<file path="src/rtl/wsw_pkg.sv">
package wsw_pkg;
  localparam int FLIT_W = 9;
  typedef logic [FLIT_W-1:0] flit_t;

  // strobes from control to datapath
  typedef struct packed {
    logic [1:0] pop;     // dequeue head of input FIFO i
    logic [1:0] outEn;   // output o is reserved
    logic [1:0] outSrc;  // input that owns output o
  } xbarCtl_t;
endpackage

</file>
<file path="src/rtl/wsw_fifo.sv">
module wsw_fifo import wsw_pkg::*; #(
  parameter int DEPTH = 4
) (
  input  logic  clk,
  input  logic  rst_n,
  input  logic  push,
  input  flit_t pushData,
  input  logic  pop,
  output flit_t popData,
  output logic  empty,
  output logic  full
);
  localparam int AW = (DEPTH > 1) ? $clog2(DEPTH) : 1;
  localparam logic [AW-1:0] LAST = AW'(DEPTH - 1);
  localparam logic [AW:0] CNT_FULL = (AW+1)'(DEPTH);

  flit_t mem [DEPTH];
  logic [AW-1:0] wrPtr, rdPtr;
  logic [AW:0] count;

  assign empty = (count == '0);
  assign full = (count == CNT_FULL);
  assign popData = mem[rdPtr];

  always_ff @(posedge clk) begin
    if (push) mem[wrPtr] <= pushData;
  end

  always_ff @(posedge clk or negedge rst_n) begin
    if (!rst_n) begin
      wrPtr <= '0;
      rdPtr <= '0;
      count <= '0;
    end else begin
      if (push) wrPtr <= (wrPtr == LAST) ? '0 : wrPtr + 1'b1;
      if (pop) rdPtr <= (rdPtr == LAST) ? '0 : rdPtr + 1'b1;
      case ({push, pop})
        2'b10: count <= count + 1'b1;
        2'b01: count <= count - 1'b1;
        default: count <= count;
      endcase
    end
  end


  fifo_no_underflow_chk: assert property (@(posedge clk) disable iff (!rst_n)
    pop |-> !empty);

  fifo_count_bound_chk: assert property (@(posedge clk) disable iff (!rst_n)
    count <= CNT_FULL);
endmodule

</file>
<file path="src/rtl/wsw_datapath.sv">
module wsw_datapath import wsw_pkg::*; #(
  parameter int DEPTH = 4
) (
  input  logic            clk,
  input  logic            rst_n,
  input  logic [1:0]      inValid,
  input  flit_t [1:0]     inFlit,
  output logic [1:0]      inReady,
  input  xbarCtl_t        ctl,
  output logic [1:0]      fifoEmpty,
  output flit_t [1:0]     headFlit,
  output logic [1:0]      outValid,
  output flit_t [1:0]     outFlit,
  output logic [1:0]      parErr
);
  logic [1:0] full, push;

  generate
    for (genvar i = 0; i < 2; i++) begin : g_in
      assign push[i] = inValid[i] && !full[i];
      assign inReady[i] = !full[i];
      wsw_fifo #(.DEPTH(DEPTH)) u_fifo (
        .clk(clk), .rst_n(rst_n),
        .push(push[i]), .pushData(inFlit[i]),
        .pop(ctl.pop[i]), .popData(headFlit[i]),
        .empty(fifoEmpty[i]), .full(full[i])
      );

      parerr_cause_chk: assert property (@(posedge clk) disable iff (!rst_n)
        parErr[i] |-> $past(inValid[i] && inReady[i]));
    end
  endgenerate

  // odd parity over nine bits is the legal case
  always_ff @(posedge clk or negedge rst_n) begin
    if (!rst_n) parErr <= '0;
    else for (int i = 0; i < 2; i++) parErr[i] <= push[i] && !(^inFlit[i]);
  end

  // crossbar: each output shows the head of its owning input
  always_comb begin
    for (int o = 0; o < 2; o++) begin
      outFlit[o] = headFlit[ctl.outSrc[o]];
      outValid[o] = ctl.outEn[o] && !fifoEmpty[ctl.outSrc[o]];
    end
  end
endmodule

</file>
<file path="src/rtl/wsw_ctrl.sv">
module wsw_ctrl import wsw_pkg::*; #(
  parameter int STAGE   = 2,
  parameter int MAX_LEN = 128,
  parameter int HDR_LEN = 4
) (
  input  logic        clk,
  input  logic        rst_n,
  input  logic [1:0]  fifoEmpty,
  input  flit_t [1:0] headFlit,
  input  logic [1:0]  outReady,
  output xbarCtl_t    ctl
);
  localparam int CW = $clog2(MAX_LEN + 1);
  localparam logic [CW-1:0] LEN_POS = CW'(1);   // index of the size byte
  localparam logic [CW-1:0] LEN_LO = CW'(HDR_LEN);
  localparam logic [CW-1:0] LEN_HI = CW'(MAX_LEN);

  logic [1:0] busy, route, owned, owner, prio;
  logic [CW-1:0] idx [2];
  logic [CW-1:0] lenQ [2];
  logic [1:0] req, want, lastByte, pop, fire, contested, winner, anyGrant, grantIn;

  function automatic logic [CW-1:0] clampLen(input logic [7:0] b);
    int v;
    v = int'(b);
    if (v < HDR_LEN) return LEN_LO;
    if (v > MAX_LEN) return LEN_HI;
    return CW'(v);
  endfunction

  always_comb begin
    for (int i = 0; i < 2; i++) begin
      req[i] = !busy[i] && !fifoEmpty[i];
      want[i] = headFlit[i][STAGE];
      lastByte[i] = (idx[i] > LEN_POS) && ((idx[i] + CW'(1)) == lenQ[i]);
    end
    for (int o = 0; o < 2; o++) begin
      logic c0, c1;
      c0 = req[0] && (want[0] == 1'(o)) && !owned[o];
      c1 = req[1] && (want[1] == 1'(o)) && !owned[o];
      contested[o] = c0 && c1;
      anyGrant[o] = c0 || c1;
      winner[o] = contested[o] ? prio[o] : c1;
      fire[o] = owned[o] && !fifoEmpty[owner[o]] && outReady[o];
    end
    for (int i = 0; i < 2; i++) begin
      pop[i] = (fire[0] && owner[0] == 1'(i)) || (fire[1] && owner[1] == 1'(i));
      grantIn[i] = (anyGrant[0] && winner[0] == 1'(i)) ||
                   (anyGrant[1] && winner[1] == 1'(i));
    end
  end

  always_ff @(posedge clk or negedge rst_n) begin
    if (!rst_n) begin
      busy <= '0;
      route <= '0;
      owned <= '0;
      owner <= '0;
      prio <= '0;
      for (int i = 0; i < 2; i++) begin
        idx[i] <= '0;
        lenQ[i] <= LEN_LO;
      end
    end else begin
      for (int i = 0; i < 2; i++) begin
        if (grantIn[i]) begin
          busy[i] <= 1'b1;
          route[i] <= want[i];
          idx[i] <= '0;
        end else if (pop[i]) begin
          idx[i] <= idx[i] + CW'(1);
          if (idx[i] == LEN_POS) lenQ[i] <= clampLen(headFlit[i][7:0]);
          if (lastByte[i]) busy[i] <= 1'b0;
        end
      end
      for (int o = 0; o < 2; o++) begin
        if (anyGrant[o]) begin
          owned[o] <= 1'b1;
          owner[o] <= winner[o];
          if (contested[o]) prio[o] <= !winner[o];
        end else if (fire[o] && lastByte[owner[o]]) begin
          owned[o] <= 1'b0;
        end
      end
    end
  end

  assign ctl.pop = pop;
  assign ctl.outEn = owned;
  assign ctl.outSrc = owner;


  owner_exclusive_chk: assert property (@(posedge clk) disable iff (!rst_n)
    (owned == 2'b11) |-> (owner[0] != owner[1]));

  generate
    for (genvar g = 0; g < 2; g++) begin : g_chk

      hold_until_tail_chk: assert property (@(posedge clk) disable iff (!rst_n)
        (owned[g] && !fire[g]) |=> (owned[g] && $stable(owner[g])));

      busy_has_path_chk: assert property (@(posedge clk) disable iff (!rst_n)
        busy[g] |-> (owned[route[g]] && owner[route[g]] == 1'(g)));

      length_bound_chk: assert property (@(posedge clk) disable iff (!rst_n)
        busy[g] |-> (idx[g] < LEN_HI));
    end
  endgenerate
endmodule

</file>
<file path="src/rtl/wormhole_switch2x2.sv">
module wormhole_switch2x2 import wsw_pkg::*; #(
  parameter int STAGE   = 2,
  parameter int DEPTH   = 4,
  parameter int MAX_LEN = 128,
  parameter int HDR_LEN = 4
) (
  input  logic            clk,
  input  logic            rst_n,
  input  logic [1:0]      inValid,
  input  logic [1:0][8:0] inFlit,
  output logic [1:0]      inReady,
  output logic [1:0]      outValid,
  output logic [1:0][8:0] outFlit,
  input  logic [1:0]      outReady,
  output logic [1:0]      parErr
);
  xbarCtl_t ctl;
  logic [1:0] fifoEmpty;
  flit_t [1:0] headFlit;

  wsw_datapath #(.DEPTH(DEPTH)) u_dp (
    .clk(clk), .rst_n(rst_n),
    .inValid(inValid), .inFlit(inFlit), .inReady(inReady),
    .ctl(ctl), .fifoEmpty(fifoEmpty), .headFlit(headFlit),
    .outValid(outValid), .outFlit(outFlit), .parErr(parErr)
  );

  wsw_ctrl #(.STAGE(STAGE), .MAX_LEN(MAX_LEN), .HDR_LEN(HDR_LEN)) u_ctrl (
    .clk(clk), .rst_n(rst_n),
    .fifoEmpty(fifoEmpty), .headFlit(headFlit),
    .outReady(outReady), .ctl(ctl)
  );

  generate
    for (genvar o = 0; o < 2; o++) begin : g_out

      stall_stable_chk: assert property (@(posedge clk) disable iff (!rst_n)
        (outValid[o] && !outReady[o]) |=> (outValid[o] && $stable(outFlit[o])));
    end
  endgenerate
endmodule

</file>
<file path="config.mk">
export PLATFORM = sky130hd
export DESIGN_NAME = wormhole_switch2x2
export DESIGN_NICKNAME = d
export VERILOG_FILES = /design/src/rtl/wsw_pkg.sv /design/src/rtl/wsw_fifo.sv /design/src/rtl/wsw_datapath.sv /design/src/rtl/wsw_ctrl.sv /design/src/rtl/wormhole_switch2x2.sv
export SDC_FILE = /design/constraint.sdc
export NUM_CORES = 1
export LEC_CHECK = 0
export BUFFER_PORTS_ARGS = -buffer_cell sky130_fd_sc_hd__buf_2
export CAP_MARGIN = 40
export CORE_MARGIN = 3
export CORE_UTILIZATION = 25
export DETAILED_ROUTE_END_ITERATION = 8
export MAX_ROUTING_LAYER = met4
export SLEW_MARGIN = 40
export SYNTH_ARGS = -nofsm -noshare
export SYNTH_HDL_FRONTEND = slang
export SYNTH_SLANG_ARGS = --single-unit
</file>
<file path="constraint.sdc">
create_clock -name clk -period 8.5 [get_ports clk]
set_clock_uncertainty 0.15 [all_clocks]
set_input_delay 1.275 -clock clk [delete_from_list [all_inputs] [get_ports clk]]
set_output_delay 1.275 -clock clk [all_outputs]
set_load 0.005 [all_outputs]
</file>
==> results list <==
- Total Routed Length: 13.3 mm
- Synthesized-area fraction occupied by adder cells: about 4.3%
* Number of nets produced by synthesis: approximately 570
- Sum of negative setup slack: 0 ps
* Final RePlAce weighted congestion: between 0.7 and 0.8
- Leaving out filler cells and counting taps, the final layout contains between 900 and 1,000.
- Die boundary height: 166 um
- After synthesis, the largest family of logic cells by area is simple AND/OR/NAND/NOR gates.
- Clock-pin transition on the worst setup and hold timing paths: 50 ps
- Buffers inserted during clock tree synthesis total 17.
* Overall Global Routing Usage: between 10% and 20%
- The count of nets left with antenna violations once routing finished came out at 0.
- Post-synthesis xor/xnor area fraction: 7.11%
- Nets: about 620
* Largest fanout on the critical path: 12
- After floorplanning, the core was sized to cover ~25,000 um2.
* Source of the critical timing path: u_dp.g_in[0].u_fifo.rdPtr[1]
- Leakage: roughly 3.1 nW
- From synthesis to final layout, the design area changed by 18.2%.
- TritonCTS clock tree: built
* Number of H-tree branching levels: 4
* Grt total ovfl: 0
- Counting flops with a built-in enable in the synthesized netlist gives between 70 and 80.
* Total of endpoints with negative setup slack in the final report: 0
* Max-slew headroom: around 42%
- The number of global-route vias before repair came to between 4,000 and 5,000.
* Most area-consuming cells after synthesis: sky130_fd_sc_hd__edfxtp_1 (34%), sky130_fd_sc_hd__dfrtp_1 (21%), sky130_fd_sc_hd__mux4_2 (5.6%)
* Ports: 48
- The floorplan step set the die width to about 170 um.
- At the pin with the least slew margin, the transition time is about 850 ps.
- Half-perimeter wire length after placement: approximately 9.6 mm
- Max-slew violation count: 0
- In this run the worst hold path is classified as register to register.
- Setup repair after global routing left no endpoint under its margin.
- Fraction of the mapped netlist area in compound gates: under 10%
- Row Count: 57
- Warning count from the yosys run: 0
- STA classifies the critical path startpoint as a register.
- The worst setup path is captured at an output pin.
* Total clock sinks: approximately 130
* Upper clock frequency limit: 257 MHz
- The first routing iteration left 219 violations.
- Final hold viol count: 0
- Crit path required time: just over 7000 ps
- Total of buffers placed on input and output ports: 47
- Sequential-to-total area share from yosys stat: 55.7%
- Once the clock tree was built, the setup fixing pass inserted 0 buffers.
- Post-Syn Area: about 6400 um2
- After detailed routing, the average wire length per cell comes to 14.6 um.
* Post-Synthesis Cells: 527
* Cell type contributing the most total cell area after synthesis: sky130_fd_sc_hd__edfxtp_1
- Synthesis inferred between 100 and 150 register bits.
* Share of synthesized cell area in and, or, nand and nor gates: between 10% and 20%
* Placed cell count: ~880
- Most used flip-flop cell after synthesis: sky130_fd_sc_hd__edfxtp_1
- The startpoint identified for the worst hold timing path is u_ctrl.prio[1].
- Once the floorplan was initialized, standard cells occupied around a quarter of the core.
- Clock root cell: sky130_fd_sc_hd__clkbuf_16
- After detailed routing, the number of vias per cell comes to between 4 and 5.
- The number of antenna violations at the first check in global routing came to 0.
* Multiplexer share of the synthesized area: between 10% and 20%
* Via total after detailed routing: 4,055
- Insertion delay of the later-clocked pin in the worst-skew pair: 410 ps
- The worst-case IR drop observed on VDD is about 0.00016 V.
- The first detailed-routing pass ran for 4 iterations.
* Placed cell areas: 6990 um2
- Gates resized during post-CTS repair numbered 0.
- Entering global routing, the biggest net connects 57 pins.
* Area share of the largest cell type after synthesis: around a third
- Post-route worst hold slack: approximately 350 ps
- Count of distinct cell types in the synthesized netlist: between 50 and 60
- Post-route cell area: 7570 um2
- Type of the setup path with the least slack: register to output pin
- For this design the ratio of total power to cell area is 371 nW/um2.
- Data arrival time at the worst-slack endpoint: ~2500 ps
- The repair_antennas step left the layout with diodes totalling 0.
- After synthesis, the share of flip-flops with an asynchronous set or reset is a little over two fifths.
* Maximum number of buffers from clock root to sink: 2
- In the routed design, unresolved DRC markers number 0.
- Post-route clock period utilization: between 40% and 50%
- Across the run, the number of max-cap violations was 0.
- First-pass GRT wire length: ~22 mm
* Post-CTS Hold Fix Bufs: 0
- Worst slack after detailed placement: approximately 5000 ps
* Final worst slack: approximately 4600 ps
- R2r startpoint: u_dp.g_in[0].u_fifo.rdPtr[0]
- Run status: complete, no violations
- Counting I/O delays and the setup requirement, the final critical path takes 3890 ps.
- Syn Area/Cell: between 10 and 15 um2
- The die covers 27,600 um2.
- Of the cells placed in the final design, the portion with a size suffix greater than 1 is 20.5%.
[power by group]
group          switching, mW  internal [mW]  leakage, nW
Sequential             0.207          0.848         1.36
Clock                  0.255          0.453        0.273
Combinational          0.562          0.486         1.44
Total                   1.02           1.79         3.07
[metrics by stage]
| step | util, % | power [mW] |
|---|---|---|
| floorplan | - | 1.77 |
| CTS | 30.6 | 2.85 |
| finish | 30.6 | 2.81 |
| detailed placement | 28.2 | 2.13 |
| global placement | 28.2 | 2.12 |
| global route | 30.6 | 3.02 |
[cells in the final DEF (no fill, tap or decap), types with 14 or more instances in the layout]
master,instances
sky130_fd_sc_hd__nor2_1,50
sky130_fd_sc_hd__xor2_1,24
sky130_fd_sc_hd__nand2_1,55
sky130_fd_sc_hd__mux4_2,16
sky130_fd_sc_hd__o21ai_0,16
sky130_fd_sc_hd__buf_2,47
sky130_fd_sc_hd__mux2_2,14
sky130_fd_sc_hd__dfrtp_1,54
sky130_fd_sc_hd__xnor2_1,28
sky130_fd_sc_hd__and3_1,16
sky130_fd_sc_hd__inv_1,22
sky130_fd_sc_hd__ha_1,18
sky130_fd_sc_hd__edfxtp_1,72
sky130_fd_sc_hd__clkbuf_16,17
[sequential cells by signal (all words and copies together) (netlist names), 4 cells and up]
signal and count:
u_dp.g_in.u_fifo.mem 72, u_dp.g_in.u_fifo.wrPtr 4, u_dp.g_in.u_fifo.count 6, u_ctrl.idx 16, u_ctrl.lenQ 16, u_dp.g_in.u_fifo.rdPtr 4
[path summary, 6_finish.rpt]
check                                          endpoint  slack, ps  cells after the start
setup / recovery                             outFlit[6]       4610                      4
setup reg to reg                         u_ctrl.lenQ[6]       5060                      6
hold / removal                           u_ctrl.prio[1]        350                      1
min in group asynchronous  u_dp.g_in[1].u_fifo.wrPtr[0]        760                      2
hold reg to reg                          u_ctrl.prio[1]        350                      1
max in group asynchronous               u_ctrl.lenQ[10]       7050                      2
[kinds of logic after synthesis]
family | after synthesis
AND/OR/NAND/NOR | 195
flip-flops | 128
XOR/XNOR | 52
AO/OA/AOI/OAI | 49
buffers and inverters | 42
multiplexers | 40
adder cells (fa/ha/maj) | 21
[synthesized netlist by cell type (4+ instances only)]
cell,n
sky130_fd_sc_hd__edfxtp_1,72
sky130_fd_sc_hd__nand2_1,55
sky130_fd_sc_hd__dfrtp_1,54
sky130_fd_sc_hd__nor2_1,50
sky130_fd_sc_hd__xnor2_1,28
sky130_fd_sc_hd__xor2_1,24
sky130_fd_sc_hd__inv_1,22
sky130_fd_sc_hd__ha_1,18
sky130_fd_sc_hd__and3_1,16
sky130_fd_sc_hd__mux4_2,16
sky130_fd_sc_hd__o21ai_0,16
sky130_fd_sc_hd__mux2_2,14
sky130_fd_sc_hd__clkbuf_1,13
sky130_fd_sc_hd__nand3_1,13
sky130_fd_sc_hd__nor3_1,12
sky130_fd_sc_hd__a21oi_1,8
sky130_fd_sc_hd__nor2b_1,7
sky130_fd_sc_hd__mux2_4,6
sky130_fd_sc_hd__nor4_1,6
sky130_fd_sc_hd__o211ai_1,6
sky130_fd_sc_hd__a21o_1,5
sky130_fd_sc_hd__nand2b_1,5
sky130_fd_sc_hd__and4_1,4
sky130_fd_sc_hd__nand4_1,4
sky130_fd_sc_hd__or3_1,4
[worst max-delay path, stage by stage, from the launching register on]
cell and delay, ps:
sky130_fd_sc_hd__dfrtp_1 630, sky130_fd_sc_hd__mux2_2 390, sky130_fd_sc_hd__o21ai_0 670, sky130_fd_sc_hd__o21ai_0 190, sky130_fd_sc_hd__buf_2 170
[per-layer routing]
metal / up-vias / GRT usage [%] / wire (um) / part of all wire, %
met1: 1971 / 14.0 / 6640 / 50
met2: 69 / 15.3 / 5910 / 44
met4: 0 / 3.65 / 230 / 1.7
met3: 20 / 2.24 / 530 / 4.0
met5: - / - / 0 / 0
li1: 1995 / - / - / -
[final cells by class]
cell class / count / area (um2)
well taps: 324 / 405
flip-flops and latches: 128 / 3570
inverters: 24 / 90.1
repair buffers: 49 / 254
multi-input cells: 357 / 2680
clock inverters: 13 / 146
fillers: 2498 / 17200
clock buffers: 18 / 429
Power figures use the tool's default switching activity.
